`src/rtl/blc_pkg.sv`:
```
`timescale 1ns/1ps
// Shared types for the black level clamp loop.
package blc_pkg;
    // Loop gain selection codes; the gain is 2^code.
    typedef enum logic [1:0] {
        GAIN_X1 = 2'd0,
        GAIN_X2 = 2'd1,
        GAIN_X4 = 2'd2,
        GAIN_X8 = 2'd3
    } gain_e;
endpackage

```
`src/rtl/blc_cadence.sv`:
```
`timescale 1ns/1ps
// Update cadence control.
// Counts clamped cycles in windows of n+10. The first n pixels of each window
// are marked for summing. An update is requested once n pixels are held or
// once the strobe falls with a partial sum pending.
// Assumes npix_i stays constant while clamp_i is high. A write or a disable
// restarts the window and drops any pending sum.
module blc_cadence #(
    parameter int NPIX_W = 6
) (
    input  logic              clk,
    input  logic              rst_n,
    input  logic              clamp_i,
    input  logic              en_i,
    input  logic              wr_i,
    input  logic [NPIX_W-1:0] npix_i,
    output logic              take_o,
    output logic              apply_o
);
    localparam int WIN_W = NPIX_W + 2;

    logic [NPIX_W-1:0] n_eff;
    logic [WIN_W-1:0]  win_last;
    logic [WIN_W-1:0]  wc;
    logic [NPIX_W-1:0] taken;
    logic              have;
    logic              live;

    // Effective count and last window index.
    always_comb begin
        n_eff    = (npix_i == '0) ? NPIX_W'(1) : npix_i;
        win_last = WIN_W'(n_eff) + WIN_W'(9);
        live     = en_i && !wr_i;
        take_o   = live && clamp_i && (wc < WIN_W'(n_eff));
        apply_o  = live && have && (!clamp_i || (taken == n_eff));
    end

    // Window position, pixels held and pending flag.
    always_ff @(posedge clk) begin
        if (!rst_n || !live) begin
            wc    <= '0;
            taken <= '0;
            have  <= 1'b0;
        end else begin
            if (apply_o) begin
                taken <= '0;
                have  <= 1'b0;
            end else if (take_o) begin
                taken <= taken + NPIX_W'(1);
                have  <= 1'b1;
            end
            if (!clamp_i || (wc == win_last)) begin
                wc <= '0;
            end else begin
                wc <= wc + WIN_W'(1);
            end
        end
    end
endmodule

```
`src/rtl/blc_err_sum.sv`:
```
`timescale 1ns/1ps
// Error summation and clipping.
// Adds (TARGET - pixel) for each marked pixel into a sum wide enough for
// 2^NPIX_W pixels, and presents that sum clipped to a signed CLIP_W range.
// Assumes CLIP_W is no wider than the sum.
module blc_err_sum #(
    parameter int PIX_W  = 13,
    parameter int NPIX_W = 6,
    parameter int CLIP_W = 14,
    parameter int TARGET = 64
) (
    input  logic                     clk,
    input  logic                     rst_n,
    input  logic                     clear_i,
    input  logic                     take_i,
    input  logic [PIX_W-1:0]         pix_i,
    output logic signed [CLIP_W-1:0] clip_o
);
    localparam int SUM_W = PIX_W + NPIX_W + 1;
    localparam logic signed [SUM_W-1:0] HI = SUM_W'((1 << (CLIP_W - 1)) - 1);
    localparam logic signed [SUM_W-1:0] LO = ~HI;
    localparam logic [PIX_W:0] TGT = (PIX_W + 1)'(TARGET);

    logic signed [PIX_W:0]   err;
    logic signed [SUM_W-1:0] err_x;
    logic signed [SUM_W-1:0] sum;

    // Per-pixel error, sign-extended to the sum width.
    always_comb begin
        err   = $signed(TGT) - $signed({1'b0, pix_i});
        err_x = {{(SUM_W - PIX_W - 1){err[PIX_W]}}, err};
    end

    // Running error sum.
    always_ff @(posedge clk) begin
        if (!rst_n || clear_i) begin
            sum <= '0;
        end else if (take_i) begin
            sum <= sum + err_x;
        end
    end

    // Clip to the signed output range.
    always_comb begin
        if (sum > HI) begin
            clip_o = HI[CLIP_W-1:0];
        end else if (sum < LO) begin
            clip_o = LO[CLIP_W-1:0];
        end else begin
            clip_o = sum[CLIP_W-1:0];
        end
    end
endmodule

```
`src/rtl/blc_accum.sv`:
```
`timescale 1ns/1ps
// Saturating loop accumulator.
// Scales the clipped error by 2^gain and adds it with saturation at both
// rails. Writes load the top RD_W bits and clear the rest. Resets to
// mid-scale. Assumes ACC_W + 2 > CLIP_W + 3.
module blc_accum #(
    parameter int CLIP_W = 14,
    parameter int DAC_W  = 10,
    parameter int FRAC_W = 8,
    parameter int RD_W   = 9
) (
    input  logic                     clk,
    input  logic                     rst_n,
    input  logic                     apply_i,
    input  logic [1:0]               gain_sel_i,
    input  logic signed [CLIP_W-1:0] clip_i,
    input  logic                     wr_i,
    input  logic [RD_W-1:0]          wdata_i,
    output logic [DAC_W-1:0]         corr_o,
    output logic [RD_W-1:0]          rd_o,
    output logic                     upd_o
);
    import blc_pkg::*;

    localparam int ACC_W = DAC_W + FRAC_W;
    localparam int DW    = CLIP_W + 3;
    localparam int NW    = ACC_W + 2;
    localparam logic [ACC_W-1:0] MID = {1'b1, {(ACC_W - 1){1'b0}}};

    logic [ACC_W-1:0]     acc;
    logic signed [DW-1:0] ext;
    logic signed [DW-1:0] delta;
    logic signed [NW-1:0] nxt;
    logic [ACC_W-1:0]     sat;

    // Scale the clipped error by the selected gain.
    always_comb begin
        ext = {{3{clip_i[CLIP_W-1]}}, clip_i};
        case (gain_e'(gain_sel_i))
            GAIN_X1: delta = ext;
            GAIN_X2: delta = ext <<< 1;
            GAIN_X4: delta = ext <<< 2;
            default: delta = ext <<< 3;
        endcase
    end

    // Add and saturate at both rails.
    always_comb begin
        nxt = $signed({2'b00, acc}) + {{(NW - DW){delta[DW-1]}}, delta};
        if (nxt[NW-1]) begin
            sat = '0;
        end else if (nxt[NW-2:ACC_W] != '0) begin
            sat = '1;
        end else begin
            sat = nxt[ACC_W-1:0];
        end
    end

    // Accumulator register with write priority.
    always_ff @(posedge clk) begin
        if (!rst_n) begin
            acc   <= MID;
            upd_o <= 1'b0;
        end else begin
            upd_o <= apply_i && !wr_i;
            if (wr_i) begin
                acc <= {wdata_i, {(ACC_W - RD_W){1'b0}}};
            end else if (apply_i) begin
                acc <= sat;
            end
        end
    end

    // Output slices.
    always_comb begin
        corr_o = acc[ACC_W-1 -: DAC_W];
        rd_o   = acc[ACC_W-1 -: RD_W];
    end
endmodule

```
`src/rtl/black_clamp_loop.sv`:
```
`timescale 1ns/1ps
// Digital black level clamp loop, top level.
// Sums the target error over clamped pixels and applies a clipped, scaled
// step to a saturating accumulator. The accumulator's top bits form the
// offset correction word. One pixel is presented per clock cycle.
module black_clamp_loop #(
    parameter int PIX_W  = 13,
    parameter int NPIX_W = 6,
    parameter int CLIP_W = 14,
    parameter int DAC_W  = 10,
    parameter int FRAC_W = 8,
    parameter int RD_W   = 9,
    parameter int TARGET = 64
) (
    input  logic              clk,
    input  logic              rst_n,
    input  logic [PIX_W-1:0]  pix_i,
    input  logic              clamp_i,
    input  logic              loop_en_i,
    input  logic [NPIX_W-1:0] npix_i,
    input  logic [1:0]        gain_sel_i,
    input  logic              acc_wr_i,
    input  logic [RD_W-1:0]   acc_wdata_i,
    output logic [RD_W-1:0]   acc_rdata_o,
    output logic [DAC_W-1:0]  corr_o,
    output logic              update_o
);
    logic                     take;
    logic                     apply;
    logic                     sum_clr;
    logic signed [CLIP_W-1:0] clip;

    // The sum clears on each update, on a write and while disabled.
    always_comb sum_clr = apply || acc_wr_i || !loop_en_i;

    blc_cadence #(.NPIX_W(NPIX_W)) u_cad (
        .clk     (clk),
        .rst_n   (rst_n),
        .clamp_i (clamp_i),
        .en_i    (loop_en_i),
        .wr_i    (acc_wr_i),
        .npix_i  (npix_i),
        .take_o  (take),
        .apply_o (apply)
    );

    blc_err_sum #(
        .PIX_W(PIX_W), .NPIX_W(NPIX_W), .CLIP_W(CLIP_W), .TARGET(TARGET)
    ) u_sum (
        .clk     (clk),
        .rst_n   (rst_n),
        .clear_i (sum_clr),
        .take_i  (take),
        .pix_i   (pix_i),
        .clip_o  (clip)
    );

    blc_accum #(
        .CLIP_W(CLIP_W), .DAC_W(DAC_W), .FRAC_W(FRAC_W), .RD_W(RD_W)
    ) u_acc (
        .clk        (clk),
        .rst_n      (rst_n),
        .apply_i    (apply),
        .gain_sel_i (gain_sel_i),
        .clip_i     (clip),
        .wr_i       (acc_wr_i),
        .wdata_i    (acc_wdata_i),
        .corr_o     (corr_o),
        .rd_o       (acc_rdata_o),
        .upd_o      (update_o)
    );
endmodule

```
`config.mk`:
```
export PLATFORM = sky130hd
export DESIGN_NAME = black_clamp_loop
export DESIGN_NICKNAME = d
export VERILOG_FILES = /design/src/rtl/blc_pkg.sv /design/src/rtl/blc_cadence.sv /design/src/rtl/blc_err_sum.sv /design/src/rtl/blc_accum.sv /design/src/rtl/black_clamp_loop.sv
export SDC_FILE = /design/constraint.sdc
export NUM_CORES = 1
export LEC_CHECK = 0
export BUFFER_PORTS_ARGS = -buffer_cell sky130_fd_sc_hd__buf_4
export CAP_MARGIN = 20
export CELL_PAD_IN_SITES_DETAIL_PLACEMENT = 0
export CELL_PAD_IN_SITES_GLOBAL_PLACEMENT = 1
export CORE_MARGIN = 2
export CORE_UTILIZATION = 35
export CTS_CLUSTER_DIAMETER = 150
export DETAILED_ROUTE_END_ITERATION = 10
export GPL_ROUTABILITY_DRIVEN = 0
export GPL_TIMING_DRIVEN = 0
export PLACE_DENSITY_LB_ADDON = 0.2
export RECOVER_POWER = 100
export SYNTH_ARGS = -nofsm -noshare
export SYNTH_HDL_FRONTEND = slang
export SYNTH_SLANG_ARGS = --single-unit
```
`constraint.sdc`:
```
create_clock -name clk -period 3.7 [get_ports clk]
set_input_delay 0.185 -clock clk [delete_from_list [all_inputs] [get_ports clk]]
set_output_delay 0.185 -clock clk [all_outputs]
set_load 0.01 [all_outputs]
```
Yosys cells after proc, flatten, opt, wreduce, memory -nomap -nowiden

Cells that the tools add are included.

Flip-flop bits (word level): 54
Latch bits: 0
Memory bits (writable): 0
Memory bits (read-only): 0
Bits of input ports: 35
Output and inout port bits: 20
Logic and storage cells: 52
Memories kept: 0

Add/subtract/negate cells: 6
Multipliers: 0
Divide/modulo/power cells: 0
$lt $le $gt $ge: 3
Eq/ne operators: 4
Shifts and indexed selects: 0
Multiplexer cells: 8
Bitwise logic cells: 1
Reduce and logical (&&, ||, !) cells: 23

Operator list:

| operator                                                     | count |
|---|---|
| 2-to-1 mux 18 bit                                            | 4 |
| case mux 16 bit (3 select lines)                             | 1 |
| 2-to-1 mux 14 bit                                            | 2 |
| adder 19 x 17 -> 20 bit                                      | 1 |
| adder 20 x 14 -> 20 bit                                      | 1 |
| > comparator 20 x 14 -> 1 bit, second input constant         | 1 |
| less-than comparator 20 x 14 -> 1 bit, second input constant | 1 |
| subtractor 7 x 13 -> 14 bit, first input constant            | 1 |
| adder 8 x 1 -> 8 bit, second input constant                  | 1 |
| == test 8 bit                                                | 1 |
| less-than comparator 8 x 6 -> 1 bit                          | 1 |
| adder 6 x 4 -> 7 bit, second input constant                  | 1 |
| adder 6 x 1 -> 6 bit, second input constant                  | 1 |
| == test 6 bit                                                | 1 |
| logical AND 1 bit                                            | 6 |
| zero test 6 bit                                              | 1 |
| logical OR 1 bit                                             | 6 |
| 2-to-1 mux 6 bit                                             | 1 |
| OR reduction 2 bit                                           | 3 |
| zero test 1 bit                                              | 5 |
| == test 2 x 1 -> 1 bit, second input constant                | 1 |
| == test 2 bit, second input constant                         | 1 |
| zero test 2 bit                                              | 1 |
| nonzero test 2 bit                                           | 1 |
| NOT 1 bit                                                    | 1 |

Depth between registers and ports, before layout

Gate-level depths: netlist of run 1.

Depth in word-level cells: 9
Mapped depth: 17
Gate-level depth less buffers: 16

Cells and area by module

From an unflattened synthesis of run 1, not the netlist that was laid out.

Cell total of the unflattened synthesis: 677
Area, all modules: 5477.8 um2

Modules (own cells, without submodules):

| module           | times used | cells each | area an instance (um2) | seq. area each (um2) |
|---|---|---|---|---|
| blc_accum        | 1          | 297        | 2371.0                 | 380.4 |
| blc_err_sum      | 1          | 249        | 1994.4                 | 400.4 |
| blc_cadence      | 1          | 130        | 1103.6                 | 300.3 |
| black_clamp_loop | 1          | 1          | 8.8                    | 0.0 |

Worst setup path before layout of run 1

OpenSTA, ideal clock, no wires.

Path kind: input-to-reg
Start: input port gain_sel_i[0]
End: register u_acc.acc[12]
Setup time: 124 ps
Data arrival time: 3188 ps
Data required time: 3576 ps
Setup slack: 388 ps
Stages on the path: 15
Path buffers: 2
Path through: clkbuf_1 buf_1 mux2i_1 nand2_1 a22oi_1 nor2_1 ha_1 nor3_1 nor3_2 a211oi_2 o31ai_2 xnor2_1 nor2_2 or2_2 o311a_2

Longest elaborated chain between the ends: 7
Elaborated cells between the ends (all ways): 9
Those cells by class: add/sub (1); eq/ne (2); mux (5); reduce/logical (1)

Ends and longest elaborated chain:

| item                                        | line                   | RTL |
|---|---|---|
| start: declaration                          | black_clamp_loop.sv:21 | `input logic [1:0] gain_sel_i,` |
| == test 2 bit, or another cell as far along | blc_accum.sv:39        | `case (gain_e'(gain_sel_i))` |
| case mux 16 bit (3 select lines) *          | blc_accum.sv:39        |  |
| adder 19 x 17 -> 20 bit *                   | blc_accum.sv:49        | `nxt = $signed({2'b00, acc}) + {{(NW - DW){delta[DW-1]}}, delta};` |
| 2-to-1 mux 18 bit                           | blc_accum.sv:52        | `end else if (nxt[NW-2:ACC_W] != '0) begin` |
| 2-to-1 mux 18 bit *                         | blc_accum.sv:50        | `if (nxt[NW-1]) begin` |
| 2-to-1 mux 18 bit *                         | blc_accum.sv:68        | `end else if (apply_i) begin` |
| 2-to-1 mux 18 bit *                         | blc_accum.sv:66        | `if (wr_i) begin` |
| end signal: assignment                      | blc_accum.sv:67        | `acc <= {wdata_i, {(ACC_W - RD_W){1'b0}}};` |
| end signal: assignment                      | blc_accum.sv:69        | `acc <= sat;` |
| end: declaration                            | blc_accum.sv:30        | `logic [ACC_W-1:0] acc;` |

Every way passes the cells marked *; elsewhere a longest branch is shown, timed or not. The select of a mux whose other input is x is not followed.
A chain may end at the register's enable or synchronous reset.

Worst setup path in the final report of run 1

Start: register u_sum.sum[18]
End: register u_acc.acc[7]

Longest elaborated chain between the ends: 7
Elaborated cells between the ends (all ways): 8
Those cells by class: add/sub (1); order compare (2); mux (5)

Ends and longest elaborated chain:

| item                                  | line              | RTL |
|---|---|---|
| start: declaration                    | blc_err_sum.sv:26 | `logic signed [SUM_W-1:0] sum;` |
| start signal: assignment              | blc_err_sum.sv:39 | `sum <= sum + err_x;` |
| less-than comparator 20 x 14 -> 1 bit | blc_err_sum.sv:47 | `end else if (sum < LO) begin` |
| 2-to-1 mux 14 bit                     | blc_err_sum.sv:47 |  |
| 2-to-1 mux 14 bit *                   | blc_err_sum.sv:45 | `if (sum > HI) begin` |
| case mux 16 bit (3 select lines)      | blc_accum.sv:39   |  |
| adder 19 x 17 -> 20 bit *             | blc_accum.sv:49   |  |
| 2-to-1 mux 18 bit                     | blc_accum.sv:52   |  |
| 2-to-1 mux 18 bit *                   | blc_accum.sv:50   |  |

Every way passes the cells marked *; elsewhere a longest branch is shown, timed or not.

==> results of run 1 <==
## worst min-delay path: stages
cell       delay (ns)
buf_4            0.07
nand2_1          0.05
o2111ai_1        0.09
## cells in the mapped netlist (all sizes together) (3+ instances only)
cell type	count
dfxtp	54
mux2i	27
and3	4
o21a	7
a21o	15
o21bai	3
a31o	4
nor2	81
nor4	4
xnor2	38
nand2	60
ha	47
buf	29
nand3b	4
o21ai	48
mux2	4
o31ai	3
nand2b	12
clkbuf	14
a31oi	6
xor2	22
nand3	17
nor3	18
o22ai	3
nor2b	5
inv	23
nand4	6
a211oi	11
a21oi	65
or3	4
o211ai	6
## stage by stage
stage | power [W] | cell area (um2) | hold WS [ns]
2_1_floorplan | 0.000846 | 5100 | 0.280
3_3_place_gp | 0.000948 | 5720 | 0.433
3_5_place_dp | 0.000953 | 5720 | 0.442
4_1_cts | 0.00143 | 6000 | 0.130
5_1_grt | 0.00151 | 6190 | 0.156
6_report | 0.00144 | 6190 | 0.134
## flip-flops by register name, indices dropped and copies added, names as in the netlist
signal,cells
u_sum.sum,20
u_acc.acc,18
u_cad.wc,8
u_cad.taken,6
u_acc.upd_o,1
u_cad.have,1
## layout make-up
class                           count  area, um2  area share, %
Clock buffer                        6        129           2.08
Sequential cell                    54       1090           17.6
Tap cell                          184        230           3.72
Multi-Input combinational cell    553       3830           61.9
Clock inverter                      2       13.8          0.222
Timing Repair Buffer               72        541           8.74
Buffer                             43        268           4.33
Inverter                           23       86.3           1.40
## final timing paths
| kind | from | to | depth (start not counted) |
|---|---|---|---|
| worst max-delay path | u_sum.sum[18] | u_acc.acc[7] | 15 |
| worst min-delay path | acc_wdata_i[8] | u_acc.acc[17] | 3 |
| worst max register to register | u_sum.sum[18] | u_acc.acc[7] | 15 |
| worst min register to register | u_acc.acc[6] | u_acc.acc[6] | 2 |
## power by group
part | internal (W) | switching (W) | total, W
clock network | 0.000252 | 0.000226 | 0.000478
registers | 0.000589 | 0.0000126 | 0.000601
logic | 0.000171 | 0.000186 | 0.000357
total | 0.00101 | 0.000425 | 0.00144
## timing repair
action	4_1_cts	5_1_grt
resized for setup	23	39
pin swaps	4	31
endpoints found under the setup margin	18	18
setup buffers	4	14
endpoints found under the hold margin	0	0
gates cloned	1	2
## kinds of logic after synthesis
family                     Yosys count  synth area share, %
DFF                                 54                 21.2
adders and majority gates           49                 12.3
AOI/OAI and AO/OA                  191                 23.4
buffers and inverters               66                 6.62
xor gates and xnor gates            60                 10.3
muxes                               31                 6.18
and+or+nand+nor                    221                 19.9
## per-layer routing
layer	global-route usage, %	part of all wire [%]
met1	22.3	50
met2	26.7	46
met3	2.28	2.6
met4	4.63	1.3
met5	0	0
==> impl_results.md, run 1 <==
* Outcome: complete, no violations
* Fin cells at 937
* GRT Residual Overflow at 0
* Setup ws final at 0.140 ns
* Die W at 125 um
* Commonest cells after routing, fill and taps aside: nor2_1, buf_4, a21oi_1
* Worst setup SP type: flop
* DP HPWL at 10.2 mm
* Sequential share of the synthesized area at 21.2%
* Clk_lat worst skew at 0.30 ns
* First-pass GRT wire length at 21.4 mm
* Ys async rst share at 0%
* Cell Area, Synth at 5100 um2
* Leakage at 2.67 nW
* Synth Register Bits at 54
* Synth warn at 0
* Setup-violating endpoint count in the final report at 0
* Avg WL per Cell at 14.0 um
* Final TNS setup at 0 ns
* GRT Total Usage at 16.3%
* Post-CTS Hold Fix Bufs at 0
* Clk_skew at 0.00899 ns
* Routed WL at 13.1 mm
* Buffers on Ports at 52
* Area grow syn2layout at 21.3%
* Pwr Density at 232 nW/um2
* N_diodes at 0
* Via count at 4726
* Critical path cell sequence: and4_1 > a31oi_4 > buf_6 > a21oi_1 > ha_1 > a21o_1 > a311o_1 > a211oi_4 > o31ai_4 > xnor2_2 > buf_4 > nor2_4 > buf_4 > o21ai_0 > a21oi_1
* CP Capture Type: flop
* Share of post-route cells with drive strength above 1 at 19.3%
* Pre-antenna DRT Iters at 4
* Slowest cell delay on critical path at 0.40 ns
* Syn Area/Cell at 7.59 um2
* WP data arrival at 3.78 ns
* Place WS at -0.538 ns
* Netlist cell types at 64
* Drt drc at 0
* Floorplan row count at 44
* IR drop worst, VDD at 160 uV
* Routed Antenna Nets at 0
* Max FO, Critical Path at 7
* Area leader, netlist: dfxtp_1
* Core Util, Final at 43.1%
* Hold crit path type: in2reg
* Core area at 14400 um2
* Unrepaired setup endpoints after global routing: yes
* Htree depth at 2
* Pin slew with the least headroom to its limit at 0.685 ns
* Final hold vios at 0
* Final #Nets at 836
* DIE AREA at 15600 um2
* Fillers at 1455
* Crit path kind: reg2reg
* Largest net degree at the start of global routing at 17
* Vias per cell at 5.04
* Net count after synthesis at 756
* Placed cell count at 908
* # clock sinks at 54
* Mapped Cells at 672
* Max Slew Vio Count at 0
* Root Buffer: clkbuf_16
* CP bufs+invs at 3
* Relative slew slack at 54.3%
* Initial antenna violation count at 0
* Top cells by area, synth: dfxtp_1, ha_1, xnor2_1, a21oi_1, nor2_1
* Top cell type's share of synthesized area at 21.2%
* Worst EP required at 3.93 ns
* Initial DRC count at 190
* I/O Pins at 55
* Num CTS Buffers at 5
* Tcrit/Tclk final at 96.2%
* Final min period at 3.56 ns
* Clock-pin slew on the worst setup and hold paths at 0.08 ns
* Max-cap viol count at 0
* Die height at 125 um
* Post-synth EDFFs at 0
* Ys flop type: dfxtp_1
* Vias in the first global route at 4494
* Commonest non-fill, non-tap cell in the layout: nor2_1
* CTS tree: done
* Clock Path Buffers at 2
* Slowest library cell on the worst path: a311o_1
* R2R Setup Slk at 0.14 ns
* F_max at 281 MHz
* Delay-heaviest family, CP: compound AO/OA/AOI/OAI gates
* Initial Util at 35.5%
(Power assumes the default switching activity.)
==> inputs of run 2 (changes only) <==
==> constraint.sdc (replaced) <==
create_clock -name clk -period 3.65 [get_ports clk]
set_input_delay 0.1825 -clock clk [delete_from_list [all_inputs] [get_ports clk]]
set_output_delay 0.1825 -clock clk [all_outputs]
set_load 0.01 [all_outputs]
==> impl_results.md, run 2 (synthesis results as in run 1) <==
* Leakage at 2.68 nW
* Core area at 14400 um2
* CP most frequent cell: buf_4
* Post-CTS Hold Fix Bufs at 0
* Tcrit/Tclk final at 97.4%
* Top flop regs: u_sum.sum: 20 flops, u_acc.acc: 18 flops, u_cad.wc: 8 flops
* Fin cells at 935
* Max FO, Critical Path at 10
* Commonest non-fill, non-tap cell in the layout: nor2_1
* GRT Residual Overflow at 0
* Max Slew Vio Count at 0
* Combinational Power Share at 25.4%
* Clock-pin slew on the worst setup and hold paths at 0.07 ns
* Final hold vios at 0
* Clk pwr share at 33.0%
* Pin slew with the least headroom to its limit at 0.630 ns
* Max-cap viol count at 0
* Final TNS setup at 0 ns
* P_sw at 0.000433 W
* Root Buffer: clkbuf_16
* Slowest cell delay on critical path at 0.40 ns
* First-pass GRT wire length at 21.5 mm
* F_max at 281 MHz
* IR drop worst, VDD at 171 uV
* Routed WL at 13.1 mm
* Hold crit path type: in2reg
* CP bufs+invs at 4
* Floorplan row count at 44
* Vias per cell at 5.12
* Clk_lat worst skew at 0.30 ns
* Max reg flops at 20
* Final min period at 3.56 ns
* Clk_skew at 0.00870 ns
* Hold Path Stages at 3
* Fillers at 1447
* Die height at 125 um
* Core Util, Final at 43.2%
* Flop pwr share at 41.6%
* Largest net degree at the start of global routing at 17
* Initial Util at 35.5%
* Worst-case reg-to-reg path depth at 17
* Initial DRC count at 190
* Relative slew slack at 57.8%
* Routed Antenna Nets at 0
* GRT Total Usage at 16.4%
* CTS tree: done
* Htree depth at 2
* DP HPWL at 10.2 mm
* N_diodes at 0
* Num CTS Buffers at 5
* FF+latch area at 1090 um2
* Final #Nets at 834
* CP Capture Type: flop
* Multi-input logic area at 3870 um2
* Share of post-route cells with drive strength above 1 at 19.6%
* Clock Path Buffers at 2
* WHS at 0.132 ns
* Crit path kind: reg2reg
* DIE AREA at 15600 um2
* Via count at 4785
* Tot Pwr at 0.00146 W
* Slowest library cell on the worst path: a311o_1
* Unrepaired setup endpoints after global routing: yes
* Outcome: complete, no violations
* Top reg by flops: u_sum.sum
* Die W at 125 um
* Vias in the first global route at 4542
* Pwr Density at 236 nW/um2
* Initial antenna violation count at 0
* Pre-antenna DRT Iters at 4
* Delay-heaviest family, CP: compound AO/OA/AOI/OAI gates
* Placed cell count at 908
* Worst setup SP type: flop
* Commonest cells after routing, fill and taps aside: nor2_1, buf_4, a21oi_1
* Area grow syn2layout at 21.8%
* Drt drc at 0
* Buffers on Ports at 52
* Setup-violating endpoint count in the final report at 0
* WP data arrival at 3.79 ns
* CP Depth at 17
* # clock sinks at 54
* Avg WL per Cell at 14.0 um
* Net Sw Frac at 29.6%
* Worst EP required at 3.88 ns
* Critical path cell sequence: nor4_4 > nand2_2 > buf_6 > buf_4 > buf_4 > a21oi_2 > nor2_2 > ha_2 > a21o_1 > a311o_1 > a211oi_4 > o31ai_4 > xnor2_2 > nor2_4 > buf_8 > o21ai_0 > a21oi_1
* Pint at 0.00103 W
* I/O Pins at 55
==> run 2: layer usage <==
layer,part of all wire (%),track usage [%],routed length [um],vias to the layer above
met1,50,22.2,6540,2146
met4,2.1,4.96,276,0
met2,45,26.9,5920,84
met5,0,0,0,-
met3,3.0,2.28,388,16
li1,-,-,-,2539
==> run 2: layout make-up <==
class | count | share of cell area, %
tap | 184 | 3.71
sequential | 54 | 17.5
buffer | 43 | 4.31
inverter | 23 | 1.39
multi-input combinational | 553 | 62.2
clock buffer | 6 | 2.07
clock inverter | 2 | 0.222
timing repair buffer | 70 | 8.52
==> run 2: final timing paths <==
kind / start / end / slack [ns]
setup reg to reg: u_sum.sum[15] / u_acc.acc[14] / 0.09
hold / removal: acc_wdata_i[8] / u_acc.acc[17] / 0.13
setup / recovery: u_sum.sum[15] / u_acc.acc[14] / 0.09
hold reg to reg: u_acc.acc[6] / u_acc.acc[6] / 0.47
==> run 2: worst min-delay path, cell delays in order <==
cell and delay, ns:
buf_4 0.07, nand2_1 0.05, o2111ai_1 0.09
==> run 2: per-stage QoR <==
step | worst slack [ns] | area [um2]
floorplan | 0.340 | 5100
global placement | -0.536 | 5720
detailed placement | -0.588 | 5720
CTS | 0.0269 | 6060
global route | -0.0703 | 6210
finish | 0.0947 | 6210
==> run 2: repair_timing <==
| action | CTS | global route |
|---|---|---|
| setup endpoints to repair | 18 | 18 |
| pin swaps | 9 | 19 |
| gates resized for setup | 32 | 31 |
| gates cloned | 1 | 1 |
| setup buffers | 9 | 8 |
==> run 2: power by group through the flow <==
stage | Sequential (W) | Combinational (W) | Clock [W]
2_1_floorplan | 0.000618 | 0.000239 | 0
3_3_place_gp | 0.000623 | 0.000338 | 0
3_5_place_dp | 0.000623 | 0.000343 | 0
4_1_cts | 0.000610 | 0.000356 | 0.000491
5_1_grt | 0.000611 | 0.000414 | 0.000518
6_report | 0.000609 | 0.000371 | 0.000483
